==> config.mk <==
export PLATFORM = sky130hd
export DESIGN_NAME = pcs_rx_framer
export DESIGN_NICKNAME = d
export VERILOG_FILES = /design/src/rtl/pcs_rx_pkg.sv /design/src/rtl/pcs_rx_window.sv /design/src/rtl/pcs_rx_symdec.sv /design/src/rtl/pcs_rx_framer.sv
export SDC_FILE = /design/constraint.sdc
export NUM_CORES = 1
export LEC_CHECK = 0
export BUFFER_PORTS_ARGS = -buffer_cell sky130_fd_sc_hd__buf_2
export CORE_MARGIN = 10
export CORE_UTILIZATION = 56
export CTS_CLUSTER_DIAMETER = 200
export DETAILED_ROUTE_END_ITERATION = 10
export MAX_ROUTING_LAYER = met4
export PLACE_DENSITY = 0.75
export SYNTH_ARGS = -nofsm -noshare
export SYNTH_HDL_FRONTEND = slang
export SYNTH_SLANG_ARGS = --single-unit
==> constraint.sdc <==
create_clock -name clk -period 4.53 [get_ports clk]
set_input_delay 0.453 -clock clk [delete_from_list [all_inputs] [get_ports clk]]
set_output_delay 0.453 -clock clk [all_outputs]
set_load 0.03 [all_outputs]
==> src/rtl/pcs_rx_pkg.sv <==
package pcs_rx_pkg;

    localparam int SYM_W = 5;
    localparam int NIB_W = 4;

    localparam logic [SYM_W-1:0] CG_J    = 5'b11000;
    localparam logic [SYM_W-1:0] CG_K    = 5'b10001;
    localparam logic [SYM_W-1:0] CG_T    = 5'b01101;
    localparam logic [SYM_W-1:0] CG_R    = 5'b00111;
    localparam logic [SYM_W-1:0] CG_IDLE = 5'b11111;

    localparam logic [NIB_W-1:0] PRE_NIB = 4'b0101;
    localparam logic [NIB_W-1:0] FC_NIB  = 4'b1110;

    typedef enum logic [1:0] {
        ST_IDLE,
        ST_HUNT,
        ST_FALSE,
        ST_RECV
    } rx_state_e;

endpackage

==> src/rtl/pcs_rx_window.sv <==
module pcs_rx_window #(
    parameter int WIN_W = 10
) (
    input  logic             clk,
    input  logic             rst_n,
    input  logic             bit_in,
    output logic [WIN_W-1:0] win_o
);

    logic [WIN_W-2:0] hist_q;

    always_ff @(posedge clk or negedge rst_n) begin
        if (!rst_n) begin
            hist_q <= '1;
        end else begin
            hist_q <= {hist_q[WIN_W-3:0], bit_in};
        end
    end

    // newest bit sits in the LSB, oldest in the MSB
    assign win_o = {hist_q, bit_in};

endmodule

==> src/rtl/pcs_rx_symdec.sv <==
module pcs_rx_symdec
    import pcs_rx_pkg::*;
(
    input  logic [SYM_W-1:0] code_i,
    output logic             valid_o,
    output logic [NIB_W-1:0] nib_o
);

    always_comb begin
        valid_o = 1'b1;
        nib_o   = '0;
        unique case (code_i)
            5'b11110: nib_o = 4'h0;
            5'b01001: nib_o = 4'h1;
            5'b10100: nib_o = 4'h2;
            5'b10101: nib_o = 4'h3;
            5'b01010: nib_o = 4'h4;
            5'b01011: nib_o = 4'h5;
            5'b01110: nib_o = 4'h6;
            5'b01111: nib_o = 4'h7;
            5'b10010: nib_o = 4'h8;
            5'b10011: nib_o = 4'h9;
            5'b10110: nib_o = 4'hA;
            5'b10111: nib_o = 4'hB;
            5'b11010: nib_o = 4'hC;
            5'b11011: nib_o = 4'hD;
            5'b11100: nib_o = 4'hE;
            5'b11101: nib_o = 4'hF;
            default:  valid_o = 1'b0;
        endcase
    end

endmodule

==> src/rtl/pcs_rx_framer.sv <==
module pcs_rx_framer
    import pcs_rx_pkg::*;
#(
    parameter int QUIET_LEN = 10
) (
    input  logic       clk,
    input  logic       rst_n,
    input  logic       rx_bit,
    input  logic       clr_prem,
    output logic [3:0] rxd,
    output logic       rx_dv,
    output logic       rx_er,
    output logic       nib_stb,
    output logic       prem_end
);

    localparam int WIN_W     = 2 * SYM_W;
    localparam int CW        = $clog2(WIN_W);
    localparam int QW        = $clog2(QUIET_LEN + 1);
    localparam int HUNT_LAST = WIN_W - 4;
    localparam int SYM_LAST  = SYM_W - 1;

    logic [WIN_W-1:0] win;
    logic [SYM_W-1:0] prev_sym, cur_sym;
    logic             prev_ok;
    logic [NIB_W-1:0] prev_nib;
    logic [CW:0]      zero_cnt;

    pcs_rx_window #(.WIN_W(WIN_W)) u_win (
        .clk    (clk),
        .rst_n  (rst_n),
        .bit_in (rx_bit),
        .win_o  (win)
    );

    assign prev_sym = win[WIN_W-1:SYM_W];
    assign cur_sym  = win[SYM_W-1:0];
    assign zero_cnt = (CW+1)'($countones(~win));

    pcs_rx_symdec u_dec (
        .code_i  (prev_sym),
        .valid_o (prev_ok),
        .nib_o   (prev_nib)
    );

    rx_state_e        st_q, st_d;
    logic [CW-1:0]    cnt_q, cnt_d;
    logic [QW-1:0]    qc_q, qc_d;
    logic             first_q, first_d;
    logic [NIB_W-1:0] rxd_d;
    logic             dv_d, er_d, stb_d, prem_set;

    always_comb begin
        st_d     = st_q;
        cnt_d    = cnt_q;
        qc_d     = qc_q;
        first_d  = first_q;
        rxd_d    = rxd;
        dv_d     = rx_dv;
        er_d     = rx_er;
        stb_d    = 1'b0;
        prem_set = 1'b0;
        unique case (st_q)
            ST_IDLE: begin
                rxd_d = '0;
                dv_d  = 1'b0;
                er_d  = 1'b0;
                cnt_d = '0;
                if (!rx_bit) st_d = ST_HUNT;
            end
            ST_HUNT: begin
                rxd_d = '0;
                dv_d  = 1'b0;
                er_d  = 1'b0;
                if (cnt_q == CW'(HUNT_LAST)) begin
                    cnt_d = '0;
                    if (zero_cnt < (CW+1)'(2)) begin
                        st_d = ST_IDLE;
                    end else if (win == {CG_J, CG_K}) begin
                        rxd_d   = PRE_NIB;
                        dv_d    = 1'b1;
                        stb_d   = 1'b1;
                        first_d = 1'b1;
                        st_d    = ST_RECV;
                    end else begin
                        rxd_d = FC_NIB;
                        er_d  = 1'b1;
                        stb_d = 1'b1;
                        qc_d  = '0;
                        st_d  = ST_FALSE;
                    end
                end else begin
                    cnt_d = cnt_q + 1'b1;
                end
            end
            ST_FALSE: begin
                if (!rx_bit) begin
                    qc_d = '0;
                end else if (qc_q == QW'(QUIET_LEN - 1)) begin
                    rxd_d = '0;
                    er_d  = 1'b0;
                    st_d  = ST_IDLE;
                end else begin
                    qc_d = qc_q + 1'b1;
                end
            end
            ST_RECV: begin
                if (cnt_q == CW'(SYM_LAST)) begin
                    cnt_d = '0;
                    stb_d = 1'b1;
                    if (first_q) begin
                        first_d = 1'b0;
                        rxd_d   = PRE_NIB;
                        dv_d    = 1'b1;
                        er_d    = 1'b0;
                    end else if (prev_sym == CG_T && cur_sym == CG_R) begin
                        rxd_d = '0;
                        dv_d  = 1'b0;
                        er_d  = 1'b0;
                        st_d  = ST_IDLE;
                    end else if (prev_sym == CG_IDLE && cur_sym == CG_IDLE) begin
                        rxd_d    = '0;
                        dv_d     = 1'b1;
                        er_d     = 1'b1;
                        prem_set = 1'b1;
                        st_d     = ST_IDLE;
                    end else if (prev_ok) begin
                        rxd_d = prev_nib;
                        dv_d  = 1'b1;
                        er_d  = 1'b0;
                    end else begin
                        rxd_d = '0;
                        dv_d  = 1'b1;
                        er_d  = 1'b1;
                    end
                end else begin
                    cnt_d = cnt_q + 1'b1;
                end
            end
            default: st_d = ST_IDLE;
        endcase
    end

    // state register
    always_ff @(posedge clk or negedge rst_n) begin
        if (!rst_n) begin
            st_q    <= ST_IDLE;
            cnt_q   <= '0;
            qc_q    <= '0;
            first_q <= 1'b0;
        end else begin
            st_q    <= st_d;
            cnt_q   <= cnt_d;
            qc_q    <= qc_d;
            first_q <= first_d;
        end
    end

    // output register
    always_ff @(posedge clk or negedge rst_n) begin
        if (!rst_n) begin
            rxd      <= '0;
            rx_dv    <= 1'b0;
            rx_er    <= 1'b0;
            nib_stb  <= 1'b0;
            prem_end <= 1'b0;
        end else begin
            rxd     <= rxd_d;
            rx_dv   <= dv_d;
            rx_er   <= er_d;
            nib_stb <= stb_d;
            if (prem_set)      prem_end <= 1'b1;
            else if (clr_prem) prem_end <= 1'b0;
        end
    end

endmodule

==> After elaboration in Yosys (flattened, before gate mapping) <==
Cells that the tools add are included.
{ "totals": {"ff_bits": 28, "input_bits": 4, "output_inout_bits": 8, "wordCells": 141} }
{ "classes": {"addsub": 11, "magnitude_cmp": 1, "n_eq_ne": 38, "mux": 67, "bitwise_logic": 1, "n_reduce_logical": 13} }
{ "ops": {"columns": ["operator", "n"], "rows": [
  ["two-way mux 4 bit", 17],
  ["equality test 5 bit (second input constant)", 13],
  ["case mux 4 bit (15 select lines)", 1],
  ["two-way mux 1 bit", 32],
  ["equality test 5 x 4 -> 1 bit (second input constant)", 6],
  ["two-way mux 2 bit", 9],
  ["!= test 2 bit (second input constant)", 9],
  ["case mux 4 bit (4 select lines)", 1],
  ["OR reduction 16 bit", 1],
  ["case mux 4 bit (3 select lines)", 1],
  ["adder 1 x 1 -> 2 bit", 5],
  ["equality test 10 bit (second input constant)", 1],
  ["inverter 10 bit", 1],
  ["AND reduction 5 bit", 2],
  ["adder 4 x 1 -> 4 bit (second input constant)", 2],
  ["equality test 4 x 3 -> 1 bit (second input constant)", 2],
  ["case mux 2 bit (4 select lines)", 1],
  ["case mux 4 bit (2 select lines)", 1],
  ["AND reduction 7 bit", 1],
  ["adder 2 x 2 -> 3 bit", 2],
  ["!= test 3 bit (second input constant)", 2],
  ["nonzero test 2 bit", 3],
  ["adder 4 x 2 -> 5 bit", 1],
  ["equality test 5 x 3 -> 1 bit (second input constant)", 1],
  ["other kinds (13)", 16]
]} }

==> Longest topological paths before layout <==
{ "logic_depth": {"ltp_word": 9, "depth_mapped": 11, "mapped_depth_nobuf": 11} }

==> Cells and area by module <==
Synthesis repeated with hierarchy kept, for this count alone.
{ "unflattened": {"hier_cells": 179, "area_unflattened_um2": 1732.9} }
{ "modules_own_cells": {"columns": ["module", "instances", "cells_each", "area_each_um2"], "rows": [
  ["pcs_rx_framer", 1, 148, 1348.8],
  ["pcs_rx_window", 1, 10, 244.0],
  ["pcs_rx_symdec", 1, 21, 140.1]
]} }

==> Least setup slack after synthesis <==
Ideal clock, no wire load.
{ "synth_path": {"path_type": "input -> register", "startpoint": "in rx_bit", "endpoint": "reg qc_q[3]", "setup_ns": 0.082, "t_arrival_ns": 3.403, "required_time_ns": 4.448, "setup_slack_ns": 1.045, "path_stages": 10, "n_path_buf": 0, "cell_sequence": "fa_1 inv_1 fa_1 fa_1 nor2b_1 fa_1 nor4b_1 a21oi_1 o211a_1 a31oi_1"} }
{ "synth_via": {"elab_chain_cells": 8} }
{ "synth_lines": {"columns": ["item", "line_no", "rtl"], "rows": [
  ["from (decl)", "pcs_rx_framer.sv:8", "input logic rx_bit,"],
  ["inverter 10 bit", "pcs_rx_framer.sv:38", "assign zero_cnt = (CW+1)'($countones(~win));"],
  ["adder 1 x 1 -> 2 bit (implied by the code)", "pcs_rx_framer.sv:38", null],
  ["adder 2 x 2 -> 3 bit (implied by the code)", "pcs_rx_framer.sv:38", null],
  ["adder 3 x 3 -> 4 bit (implied by the code)", "pcs_rx_framer.sv:38", null],
  ["adder 4 x 2 -> 5 bit (implied by the code)", "pcs_rx_framer.sv:38", null],
  ["less-than comparator 5 x 2 -> 1 bit", "pcs_rx_framer.sv:77", "if (zero_cnt < (CW+1)'(2)) begin"],
  ["!= test 2 bit (no source line)", null, null],
  ["AND reduction 5 bit (no source line)", null, null],
  ["to (signal assigned)", "pcs_rx_framer.sv:154", "qc_q <= qc_d;"],
  ["to (decl)", "pcs_rx_framer.sv:48", "logic [QW-1:0] qc_q, qc_d;"]
]} }
Several ways; a longest one is shown, not always the timed one.
A chain may end at the register's enable or synchronous reset.

==> Worst setup path after layout <==
{ "layout_path": {"startpoint": "reg u_win.hist_q[8]", "endpoint": "reg qc_q[2]"} }
{ "layout_via": {"elab_chain_cells": 6} }
{ "layout_lines": {"columns": ["item", "line_no", "rtl"], "rows": [
  ["from (decl)", "pcs_rx_window.sv:10", "logic [WIN_W-2:0] hist_q;"],
  ["from (signal assigned)", "pcs_rx_window.sv:16", "hist_q <= {hist_q[WIN_W-3:0], bit_in};"],
  ["inverter 10 bit", "pcs_rx_framer.sv:38", null],
  ["adder 1 x 1 -> 2 bit (implied by the code)", "pcs_rx_framer.sv:38", null],
  ["adder 4 x 2 -> 5 bit (implied by the code)", "pcs_rx_framer.sv:38", null],
  ["less-than comparator 5 x 2 -> 1 bit", "pcs_rx_framer.sv:77", null],
  ["!= test 2 bit (no source line)", null, null],
  ["AND reduction 5 bit (no source line) *", null, null]
]} }
Every way passes the cells marked *; elsewhere a longest branch is shown, timed or not.

==> impl_results.md <==
* Total GRT Usage at roughly 14%
* Total Power at approximately 0.90 mW
* Final Critical Period at 3850 ps
* Cell-internal power at approximately 0.51 mW
* Number of H-tree levels at 1
* Share of cells above drive strength 1 at 18.5%
* Average size of a mapped cell at 10.4 sq um
* Post-CTS Resized at 0
* Worst setup SP type: register
* Vias per Instance at roughly 6.4
* Setup bufs post-CTS at 0
* PortBufs at 11
* Core Region at approximately 0.0028 sq mm
* Synth Flop Type: dfrtp_1
* Largest net degree at the start of global routing at 29
* Mapped Nets at approximately 180
* Static leakage at 0.829 nW
* Antenna diode count at 0
* Synth Warn # at 0
* DP HPWL at 2690 um
* Nets at ~190
* Num CTS Buffers at 3
* Cell row count at 19
* Critical Path Source: u_win.hist_q[8]
* Top cells by count, synth: 19 x dfrtp_1, 14 x inv_1, 14 x nand2_1, 9 x dfstp_2
* Mapped cell area at around 0.0017 sq mm
* NetSw at about 0.38 mW
* # IOs at 12
* Rel. slew slack at 60.2%
* Worst-Margin Slew at a little under 600 ps
* Final Core Density at ~64%
* Clock Root Buffer: clkbuf_4
* Detail Route Antenna Nets at 0
* Initial antenna violation count at 0
* Combinational fraction of design power at around 42%
* Gr ovfl total at 0
* Final Max Slew Viols at 0
* Final Skew at 9.80 ps
* Clk_lat worst skew at around 330 ps
* Max Buffers Root-to-Sink at 2
* CP arrival at 4110 ps
* Tcrit/Tclk final at between 80% and 90%
* Reg clk slew, reported paths at approximately 150 ps
* Vias in the first global route at between 1,000 and 1,500
* Initial core utilization at between 60% and 70%
* Net Sw Frac at 42.7%
* Area contributors post-synth: dfrtp_1 28%, dfstp_2 14%, fa_1 7.0%
* Setup TNS at 0 ps
* CP required at about 4800 ps
* Ys async rst share at 100%
* DRT Wirelength at roughly 3500 um
* Setup violators final at 0
* Worst min path class: in2async
* Launching point of the worst reg2reg path: u_win.hist_q[8]
* Seq pwr share at 44.1%
* EDFF count, synth at 0
* Final hold violation count at 0
* FF+latch count, synth at 28
* First drt pass iteration count at 5
* CTS tree: yes
* Die Span X at between 70 and 80 um
* Initial DRC Count at 120
* Crit path capture type: register
* Syn Inst Count at 164
* Hold Buf Count CTS at 0
* Residual DRC count at 0
* Area growth syn-to-layout at 5.34%
* Die area at approximately 0.0057 sq mm
* First-pass GRT wire length at 5810 um
* Yosys cell types at 55
* Routability Congestion at roughly 0.84
* Seq/Total Area, Yosys at 41.7%
* Max-cap viol count at 0
* CP Class: reg2reg
* Max VDD drop at 0.270 mV
* RSZ-0062 raised after global routing: no
* Max Fclk at approximately 260 MHz
* Die span in y at approximately 75 um
* CP max FO at 11
* Yosys top cell area share at 27.8%
* Routed wire per std cell at 16.9 um
* Status: finished, final reports clean
* Power share of the clock group at roughly 14%
* Routed via count at roughly 1,300
* Power density over the cells at about 500 mW/mm^2
* Clk sink count at 28
* Leading area contributor after synthesis: dfrtp_1
* Count leader, synth: dfrtp_1
path summary, 6_finish.rpt:
kind | end | slack (ps) | depth (start not counted)
max reg2reg | qc_q[2] | 680 | 10
min in group clk | u_win.hist_q[0] | 290 | 1
min reg2reg | u_win.hist_q[4] | 410 | 0
min | st_q[1] | 100 | 1
max | qc_q[2] | 680 | 10
max in group asynchronous | first_q | 4040 | 1
layout make-up:
cell class,instances,area [sq um]
clock buffer,4,36.3
fill,245,1030
inverter,14,52.6
multi-input combinational,116,906
sequential,28,712
tap,31,38.8
timing repair buffer,11,55.1
per-layer routing:
metal / vias up / GRT usage (%) / share of wire [%]
li1: 606 / - / -
met1: 653 / 17.6 / 45
met2: 43 / 21.3 / 48
met3: 6 / 2.10 / 6.1
met4: 0 / 4.95 / 1.7
met5: - / - / 0
critical path: stages, from the launching register on:
cell     delay, ps
dfstp_2        690
fa_1           460
inv_1           80
fa_1           450
fa_1           540
nor2b_1        180
fa_1           460
nor4b_1        280
a21oi_1        190
o211a_1        300
o22ai_1        170
stage by stage:
| step | worst slack, ps | instance area (sq um) | hold WS [ps] | std cells |
|---|---|---|---|---|
| after floorplan | 1050 | 1710 | 157 | 164 |
| final | 681 | 1800 | 102 | 204 |
| after global routing | 529 | 1800 | 139 | 204 |
| after CTS | 669 | 1800 | 133 | 204 |
| after detailed placement | 588 | 1760 | 386 | 200 |
| after global placement | 778 | 1760 | 383 | 200 |
placed cells by master, fill, tap and decap left out, types with 3 or more instances in the layout:
master / instances
dfrtp_1: 19
inv_1: 14
nand2_1: 14
buf_2: 11
dfstp_2: 9
o21ai_0: 8
ha_1: 8
nand3_1: 7
fa_1: 6
a21oi_1: 5
nand2b_1: 4
o22ai_1: 4
nor2b_1: 3
nand3b_1: 3
nand4_1: 3
or2_2: 3
mux2i_1: 3
xnor2_1: 3
clkbuf_4: 3
power groups by stage:
stage | combinational, mW | clock (mW) | sequential (mW)
after floorplan | 0.278 | 0 | 0.399
after global placement | 0.361 | 0 | 0.394
after detailed placement | 0.379 | 0 | 0.399
after CTS | 0.381 | 0.121 | 0.394
after global routing | 0.428 | 0.133 | 0.409
final | 0.379 | 0.122 | 0.395
cell families (layout without fill, tap and decap cells):
family	after synthesis	in the layout	share of synthesized area [%]
AO/OA/AOI/OAI	39	39	16.7
adder cells (fa/ha/maj)	14	14	12.9
buffers and inverters	20	29	5.34
AND/OR/NAND/NOR	56	56	19.6
multiplexers	3	3	1.76
XOR/XNOR	4	4	2.05
flip-flops	28	28	41.7
state kept, by name (all words and copies together), names as in the netlist:
signal,flops
rx_dv,1
rx_er,1
u_win.hist_q,9
qc_q,4
nib_stb,1
first_q,1
st_q,2
rxd,4
prem_end,1
cnt_q,4
Note: power is estimated with default switching activity, not from simulation.
